==> config.mk <==
export PLATFORM = sky130hd
export DESIGN_NAME = ovl_win_gen
export DESIGN_NICKNAME = d
export VERILOG_FILES = /design/src/rtl/ovl_win_pkg.sv /design/src/rtl/ovl_win_shadow.sv /design/src/rtl/ovl_win_region.sv /design/src/rtl/ovl_win_fetch.sv /design/src/rtl/ovl_win_gen.sv
export SDC_FILE = /design/constraint.sdc
export NUM_CORES = 1
export LEC_CHECK = 0
export BUFFER_PORTS_ARGS = -buffer_cell sky130_fd_sc_hd__buf_4
export CAP_MARGIN = 5
export CORE_AREA = 2 2 164 166
export CTS_CLUSTER_DIAMETER = 40
export CTS_CLUSTER_SIZE = 16
export DETAILED_ROUTE_END_ITERATION = 16
export DIE_AREA = 0 0 166 168
export HOLD_SLACK_MARGIN = 0.05
export PLACE_DENSITY = 0.8
export SYNTH_ARGS = -nofsm -noshare
export SYNTH_HDL_FRONTEND = slang
export SYNTH_SLANG_ARGS = --single-unit
==> constraint.sdc <==
create_clock -name clk -period 4.85 [get_ports clk]
set_input_delay 0 -clock clk [delete_from_list [all_inputs] [get_ports clk]]
set_output_delay 0 -clock clk [all_outputs]
set_load 0.01 [all_outputs]
==> src/rtl/ovl_win_pkg.sv <==
// Shared definitions for the overlay window generator.
// Assumes a word is four bytes; depth values are plain bit counts.
package ovl_win_pkg;

    typedef enum logic {FS_IDLE = 1'b0, FS_BURST = 1'b1} fetch_state_t;

    // Burst length in words for a depth; unknown depths use the 24-bit choice.
    function automatic logic [4:0] burst_words_f(input logic [7:0] bpp);
        case (bpp)
            8'd1:                      return 5'd4;
            8'd2, 8'd4, 8'd8:          return 5'd8;
            8'd16, 8'd24, 8'd32:       return 5'd16;
            default:                   return 5'd16;
        endcase
    endfunction

endpackage

==> src/rtl/ovl_win_shadow.sv <==
// Holds the active window configuration and loads it from the staged
// inputs on a frame strobe unless protect is high.
// Assumes frame_start is a single-cycle pulse.
module ovl_win_shadow #(
    parameter int AW   = 32,
    parameter int CW   = 12,
    parameter int PW   = 16,
    parameter int BPPW = 6
) (
    input  logic            clk,
    input  logic            rst_n,
    input  logic            frame_start,
    input  logic            cfg_protect,
    input  logic [AW-1:0]   cfg_buf_start,
    input  logic [AW-1:0]   cfg_buf_end,
    input  logic [PW-1:0]   cfg_page_bytes,
    input  logic [PW-1:0]   cfg_line_skip,
    input  logic [CW-1:0]   cfg_tl_x,
    input  logic [CW-1:0]   cfg_tl_y,
    input  logic [CW-1:0]   cfg_br_x,
    input  logic [CW-1:0]   cfg_br_y,
    input  logic [BPPW-1:0] cfg_bpp,
    input  logic            cfg_win_en,
    output logic [AW-1:0]   reload_start,
    output logic [AW-1:0]   act_end,
    output logic [PW-1:0]   act_page,
    output logic [PW-1:0]   act_skip,
    output logic [CW-1:0]   act_tlx,
    output logic [CW-1:0]   act_tly,
    output logic [CW-1:0]   act_brx,
    output logic [CW-1:0]   act_bry,
    output logic [BPPW-1:0] act_bpp,
    output logic            act_en
);
    logic          load;
    logic [AW-1:0] act_start;

    // Shadow load happens on an unprotected frame strobe.
    assign load = frame_start && !cfg_protect;

    // Start address the fetch walk reloads with at this frame strobe.
    assign reload_start = load ? cfg_buf_start : act_start;

    // Active register set, cleared by reset and loaded at frame strobes.
    always_ff @(posedge clk) begin
        if (!rst_n) begin
            act_start <= '0;
            act_end   <= '0;
            act_page  <= '0;
            act_skip  <= '0;
            act_tlx   <= '0;
            act_tly   <= '0;
            act_brx   <= '0;
            act_bry   <= '0;
            act_bpp   <= '0;
            act_en    <= 1'b0;
        end else if (load) begin
            act_start <= cfg_buf_start;
            act_end   <= cfg_buf_end;
            act_page  <= cfg_page_bytes;
            act_skip  <= cfg_line_skip;
            act_tlx   <= cfg_tl_x;
            act_tly   <= cfg_tl_y;
            act_brx   <= cfg_br_x;
            act_bry   <= cfg_br_y;
            act_bpp   <= cfg_bpp;
            act_en    <= cfg_win_en;
        end
    end
endmodule

==> src/rtl/ovl_win_region.sv <==
// Registers whether the current position lies inside the inclusive
// window rectangle. Assumes tl <= br; otherwise the window is empty.
module ovl_win_region #(
    parameter int CW = 12
) (
    input  logic          clk,
    input  logic          rst_n,
    input  logic [CW-1:0] pix_x,
    input  logic [CW-1:0] pix_y,
    input  logic [CW-1:0] tlx,
    input  logic [CW-1:0] tly,
    input  logic [CW-1:0] brx,
    input  logic [CW-1:0] bry,
    input  logic          en,
    output logic          in_window
);
    logic hit;

    // Inclusive rectangle compare on both axes.
    assign hit = en && (pix_x >= tlx) && (pix_x <= brx)
                    && (pix_y >= tly) && (pix_y <= bry);

    // One-cycle registered flag.
    always_ff @(posedge clk) begin
        if (!rst_n) in_window <= 1'b0;
        else        in_window <= hit;
    end
endmodule

==> src/rtl/ovl_win_fetch.sv <==
// Walks the frame buffer line by line and issues one burst request per
// cycle for each window row. Assumes line_start only arrives when idle
// is acceptable: strobes during a burst are ignored.
module ovl_win_fetch #(
    parameter int AW         = 32,
    parameter int CW         = 12,
    parameter int PW         = 16,
    parameter int WORD_BYTES = 4
) (
    input  logic          clk,
    input  logic          rst_n,
    input  logic          frame_start,
    input  logic          line_start,
    input  logic [CW-1:0] pix_y,
    input  logic [CW-1:0] tly,
    input  logic [CW-1:0] bry,
    input  logic          win_en,
    input  logic          chan_en,
    input  logic [AW-1:0] reload_start,
    input  logic [AW-1:0] buf_end,
    input  logic [PW-1:0] page,
    input  logic [PW-1:0] skip,
    input  logic [4:0]    burst_words,
    output logic          req_valid,
    output logic [AW-1:0] req_addr
);
    import ovl_win_pkg::*;

    localparam int WSH = $clog2(WORD_BYTES);

    fetch_state_t  state;
    logic [AW-1:0] line_addr;
    logic [AW-1:0] cur;
    logic [AW-1:0] rem;
    logic [AW-1:0] bb;
    logic [AW-1:0] cur_next;
    logic          row_hit;

    // Burst size in bytes and the next burst address.
    assign bb       = AW'(burst_words) << WSH;
    assign cur_next = cur + bb;

    // Row of the strobe lies in the window's inclusive row range.
    assign row_hit = (pix_y >= tly) && (pix_y <= bry);

    // Line walk and burst sequencing.
    always_ff @(posedge clk) begin
        if (!rst_n) begin
            state     <= FS_IDLE;
            line_addr <= '0;
            cur       <= '0;
            rem       <= '0;
        end else if (frame_start) begin
            state     <= FS_IDLE;
            line_addr <= reload_start;
        end else begin
            case (state)
                FS_IDLE: begin
                    if (line_start && row_hit && win_en) begin
                        line_addr <= line_addr + AW'(page) + AW'(skip);
                        if (chan_en && (line_addr < buf_end) && (page != '0)) begin
                            state <= FS_BURST;
                            cur   <= line_addr;
                            rem   <= AW'(page);
                        end
                    end
                end
                FS_BURST: begin
                    cur <= cur_next;
                    if ((rem <= bb) || (cur_next >= buf_end) || !chan_en)
                        state <= FS_IDLE;
                    else
                        rem <= rem - bb;
                end
                default: state <= FS_IDLE;
            endcase
        end
    end

    assign req_valid = (state == FS_BURST);
    assign req_addr  = cur;
endmodule

==> src/rtl/ovl_win_gen.sv <==
// Top of the overlay window generator: shadowed configuration, region
// flag and fetch address stream for one window.
// Assumes line_start and frame_start come from one timing generator.
module ovl_win_gen #(
    parameter int AW         = 32,
    parameter int CW         = 12,
    parameter int PW         = 16,
    parameter int BPPW       = 6,
    parameter int WORD_BYTES = 4
) (
    input  logic            clk,
    input  logic            rst_n,
    input  logic [CW-1:0]   pix_x,
    input  logic [CW-1:0]   pix_y,
    input  logic            line_start,
    input  logic            frame_start,
    input  logic [AW-1:0]   cfg_buf_start,
    input  logic [AW-1:0]   cfg_buf_end,
    input  logic [PW-1:0]   cfg_page_bytes,
    input  logic [PW-1:0]   cfg_line_skip,
    input  logic [CW-1:0]   cfg_tl_x,
    input  logic [CW-1:0]   cfg_tl_y,
    input  logic [CW-1:0]   cfg_br_x,
    input  logic [CW-1:0]   cfg_br_y,
    input  logic [BPPW-1:0] cfg_bpp,
    input  logic            cfg_win_en,
    input  logic            cfg_protect,
    input  logic            cfg_chan_en,
    output logic            in_window,
    output logic            req_valid,
    output logic [AW-1:0]   req_addr,
    output logic [4:0]      req_burst
);
    import ovl_win_pkg::*;

    logic [AW-1:0]   reload_start;
    logic [AW-1:0]   act_end;
    logic [PW-1:0]   act_page;
    logic [PW-1:0]   act_skip;
    logic [CW-1:0]   act_tlx;
    logic [CW-1:0]   act_tly;
    logic [CW-1:0]   act_brx;
    logic [CW-1:0]   act_bry;
    logic [BPPW-1:0] act_bpp;
    logic            act_en;

    ovl_win_shadow #(.AW(AW), .CW(CW), .PW(PW), .BPPW(BPPW)) u_shadow (
        .clk(clk), .rst_n(rst_n), .frame_start(frame_start),
        .cfg_protect(cfg_protect), .cfg_buf_start(cfg_buf_start),
        .cfg_buf_end(cfg_buf_end), .cfg_page_bytes(cfg_page_bytes),
        .cfg_line_skip(cfg_line_skip), .cfg_tl_x(cfg_tl_x),
        .cfg_tl_y(cfg_tl_y), .cfg_br_x(cfg_br_x), .cfg_br_y(cfg_br_y),
        .cfg_bpp(cfg_bpp), .cfg_win_en(cfg_win_en),
        .reload_start(reload_start), .act_end(act_end),
        .act_page(act_page), .act_skip(act_skip), .act_tlx(act_tlx),
        .act_tly(act_tly), .act_brx(act_brx), .act_bry(act_bry),
        .act_bpp(act_bpp), .act_en(act_en)
    );

    ovl_win_region #(.CW(CW)) u_region (
        .clk(clk), .rst_n(rst_n), .pix_x(pix_x), .pix_y(pix_y),
        .tlx(act_tlx), .tly(act_tly), .brx(act_brx), .bry(act_bry),
        .en(act_en), .in_window(in_window)
    );

    // Burst length follows the active depth.
    assign req_burst = burst_words_f(8'(act_bpp));

    ovl_win_fetch #(.AW(AW), .CW(CW), .PW(PW), .WORD_BYTES(WORD_BYTES)) u_fetch (
        .clk(clk), .rst_n(rst_n), .frame_start(frame_start),
        .line_start(line_start), .pix_y(pix_y), .tly(act_tly),
        .bry(act_bry), .win_en(act_en), .chan_en(cfg_chan_en),
        .reload_start(reload_start), .buf_end(act_end), .page(act_page),
        .skip(act_skip), .burst_words(req_burst),
        .req_valid(req_valid), .req_addr(req_addr)
    );
endmodule

==> summary.md <==
| Metric | Value |
|---|---|
| Number of distinct library cells after synthesis | `83` |
| Pre-CTS setup slack | `0.0997 ns` |
| Fin crit share | `96.0%` |
| Worst-Margin Slew | `1.07 ns` |
| Area Growth Syn to Fin | `33.3%` |
| Grt ovf | `0` |
| Startpoint class of the critical path | `flop` |
| Synth Instances | `1870` |
| Layout cell share with drive strength beyond 1 | `17.3%` |
| Placed cells | `2364` |
| CP max stage delay | `0.48 ns` |
| #FFs+latches synth | `249` |
| Critical-path cell list | `xnor2_1 > nor2_1 > a21oi_1 > or4_4 > nand2b_1 > inv_1 > ha_4 > a21oi_1 > nor4_2 > buf_4 > nand3_1 > xnor2_1 > ha_1 > nand4_1 > nor2_1 > o211ai_1 > a31oi_1 > and4b_4 > nand2b_1 > buf_4 > o211a_1 > o221a_2` |
| Nets@finish | `2555` |
| Initial antenna violation count | `2` |
| Slowest-stage cell, CP | `or4_4` |
| First-pass GRT wire length | `85400 um` |
| Slew margin rel. | `28.4%` |
| Top Family by Delay on Critical Path | `simple AND/OR/NAND/NOR gates` |
| Reg clk slew, reported paths | `0.06 ns` |
| Post-layout util | `75.5%` |
| Most frequent cells in the layout | `385 x nand2_1, 261 x buf_4, 248 x dfxtp_1` |
| Post-synth top area share | `33.4%` |
| Min cycle time layout | `4.65 ns` |
| # IOs | `220` |
| Reg2reg start | `u_shadow.act_bpp[1]` |
| DIE HEIGHT | `168 um` |
| Post-Route WL | `54300 um` |
| Required time of the worst setup path | `5.27 ns` |
| Worst vdd ir | `0.000307 V` |
| Placer Congestion | `0.934` |
| Status | `completed` |
| Worst hold stages | `3` |
| Reg power frac | `35.3%` |
| Post-synth EDFFs | `0` |
| Synth area leader | `dfxtp_1` |
| Vias in the first global route | `16164` |
| Crit path arrival time | `5.08 ns` |
| CTS Buffer Depth | `3` |
| Drt initial violations | `1647` |
| Critical path buffers and inverters | `3` |
| Antenna-violating nets left | `0` |
| Gr usage total | `38.0%` |
| Dominant register cell in the synthesized netlist | `dfxtp_1` |
| Crit path max fanout | `9` |
| R2R setup slack | `0.20 ns` |
| Router iterations before antenna repair | `6` |
| Clk_lat worst skew | `0.54 ns` |
| P_sw | `1.71 mW` |
| Worst Reg-to-Reg Cells | `22` |
| H-tree depth | `2` |
| DRC Markers | `0` |
| # clock sinks | `249` |
| WP depth | `22` |
| Final HPWL from detailed placement | `34600 um` |
| Full die area | `27900 um^2` |
| Core area | `26400 um^2` |
| Starting Density | `56.6%` |
| Fillers | `1810` |
| CP endpoint | `u_fetch.rem[9]` |
| Worst setup margin | `0.196 ns` |
| Port bufs | `217` |
| Max Freq | `215 MHz` |
| Slew Limit Fails | `0` |
| Die width | `166 um` |
| TritonCTS Buffers | `40` |
| RSZ-0062 raised after global routing | `no` |
| Clock power share | `49.5%` |
| Commonest non-fill, non-tap cell in the layout | `nand2_1` |
| Via count | `16079` |
| Setup TNS | `0 ns` |
| Crit Path Class | `reg2reg` |
| Switch share | `27.3%` |
| Fin. Hold Viols | `0` |
| Routed WL per cell | `20.9 um` |
| Mapped Area | `14900 um^2` |
| FF+latch area | `4990 um^2` |
| Multi-input logic area | `9120 um^2` |
| TritonCTS clock tree | `built` |
| Clock skew | `0.0300 ns` |
| Comb pwr share | `15.2%` |
| Post-synthesis async set-or-reset flop share | `0%` |
| Syn Area/Cell | `7.98 um^2` |
| Non-filler cells in the finished layout | `2598` |
| Worst R2R End | `u_fetch.rem[9]` |
| CP endpoint kind | `flop` |
| Sequential-to-total area share from yosys stat | `33.4%` |
| Lkg Pwr | `8.44 nW` |
| Internal Power | `4.55 mW` |
| Worst hold path class | `in2reg` |
| Setup Viol. Count Final | `0` |
| Pwr per Cell Area | `314 nW/um^2` |
| Vias/cell | `6.19` |
| Yosys Warn Count | `0` |
| Root buf cell | `clkbuf_16` |
| Synth area leaders | `dfxtp_1 33%, ha_1 11%, nand2_1 9.7%` |
| CP startpoint | `u_shadow.act_bpp[1]` |
| Max capacitance violation total | `0` |
| Largest net degree at the start of global routing | `114` |
| Placement Rows | `60` |
## routing by layer
layer | part of all wire, % | global-route usage [%] | routed length [um]
met2 | 47 | 64.4 | 25800
met3 | 9.1 | 8.30 | 4930
met1 | 38 | 44.9 | 20400
met4 | 5.9 | 21.2 | 3200
met5 | 0 | 0 | 0
## cell families after synthesis
family / synth area share, %
flops: 33.4
compound gates: 20.5
fa+ha+maj: 13.7
other cells: 0.0251
xor+xnor: 2.70
buf+inv: 5.77
mux: 3.16
simple gates: 20.7
## registers in the layout, indices dropped and copies added (netlist names)
signal and flops:
u_shadow.act_tlx 12, u_fetch.line_addr 32, u_shadow.act_skip 16, u_fetch.req_addr 32, u_shadow.act_en 1, u_fetch.rem 32
u_region.in_window 1, u_shadow.act_brx 12, u_fetch.req_valid 1, u_shadow.act_bpp 6, u_shadow.act_tly 12, u_shadow.act_bry 12
u_shadow.act_end 32, u_shadow.act_start 32, u_shadow.act_page 16
## Yosys cell counts (6+ instances only)
library cell  count
and3_1           14
mux2_2            9
mux2i_1          37
nand3_1          39
a21o_1           28
xor2_1           15
inv_1           101
o21ai_0          47
nand4_1          29
nor3_1           23
nand2b_1         13
or3_1            16
a21oi_1         236
o31ai_1          17
nor2_1           90
dfxtp_1         249
fa_1             19
o21a_1            8
or2_2             6
or4_1             9
a31oi_1          23
and4_1            7
xnor2_1          31
a211oi_1         34
nor4_1            7
o21ai_1           7
ha_1            133
o22ai_1           9
buf_2            13
clkbuf_1         79
nor2b_1           6
nand2_1         386
o211ai_1         18
buf_1             6
## power by group through the flow
stage          registers [mW]  clock network (mW)  logic (mW)
6_report                 2.21                3.10       0.950
5_1_grt                  2.21                3.19        1.03
4_1_cts                  2.20                3.10       0.900
3_5_place_dp             2.24                   0       0.790
3_3_place_gp             2.24                   0       0.764
2_1_floorplan            2.21                   0       0.498
## worst min-delay path by stage
stage | slack [ns] | end | from
6_report | 0.19 | u_fetch.line_addr[29] | cfg_protect
5_1_grt | 0.21 | u_fetch.line_addr[29] | cfg_protect
4_1_cts | 0.17 | u_fetch.line_addr[29] | cfg_protect
3_5_place_dp | 0.26 | u_shadow.act_brx[4] | cfg_br_x[4]
3_3_place_gp | 0.25 | u_shadow.act_tlx[2] | cfg_tl_x[2]
2_1_floorplan | 0.14 | u_shadow.act_start[17] | cfg_buf_start[17]
## cell type report
type	instances	share of cell area, %
antenna	3	0.0377
timing repair buffer	417	17.7
sequential	249	25.1
clock buffer	47	5.37
inverter	102	1.95
tap	341	2.15
multi-input combinational	1412	45.8
clock inverter	27	1.88
## worst min-delay path: stages
cell and delay, ns:
buf_4 0.29, mux2i_1 0.21, o22ai_1 0.15
## through the flow
stage	hold WS (ns)	cell area, um^2	total power, mW
finish	0.188	19900	6.25
global route	0.210	19900	6.43
CTS	0.170	19800	6.19
detailed placement	0.257	16800	3.03
global placement	0.247	16800	3.00
floorplan	0.136	14900	2.71
## timing repair
item | in CTS | in global routing
gates resized for setup | 0 | 5
endpoints found under the setup margin | 0 | 28
hold buffers | 156 | 0
endpoints found under the hold margin | 184 | 0
buffers inserted | 0 | 1
No activity file was read; power rests on OpenSTA's default activity.
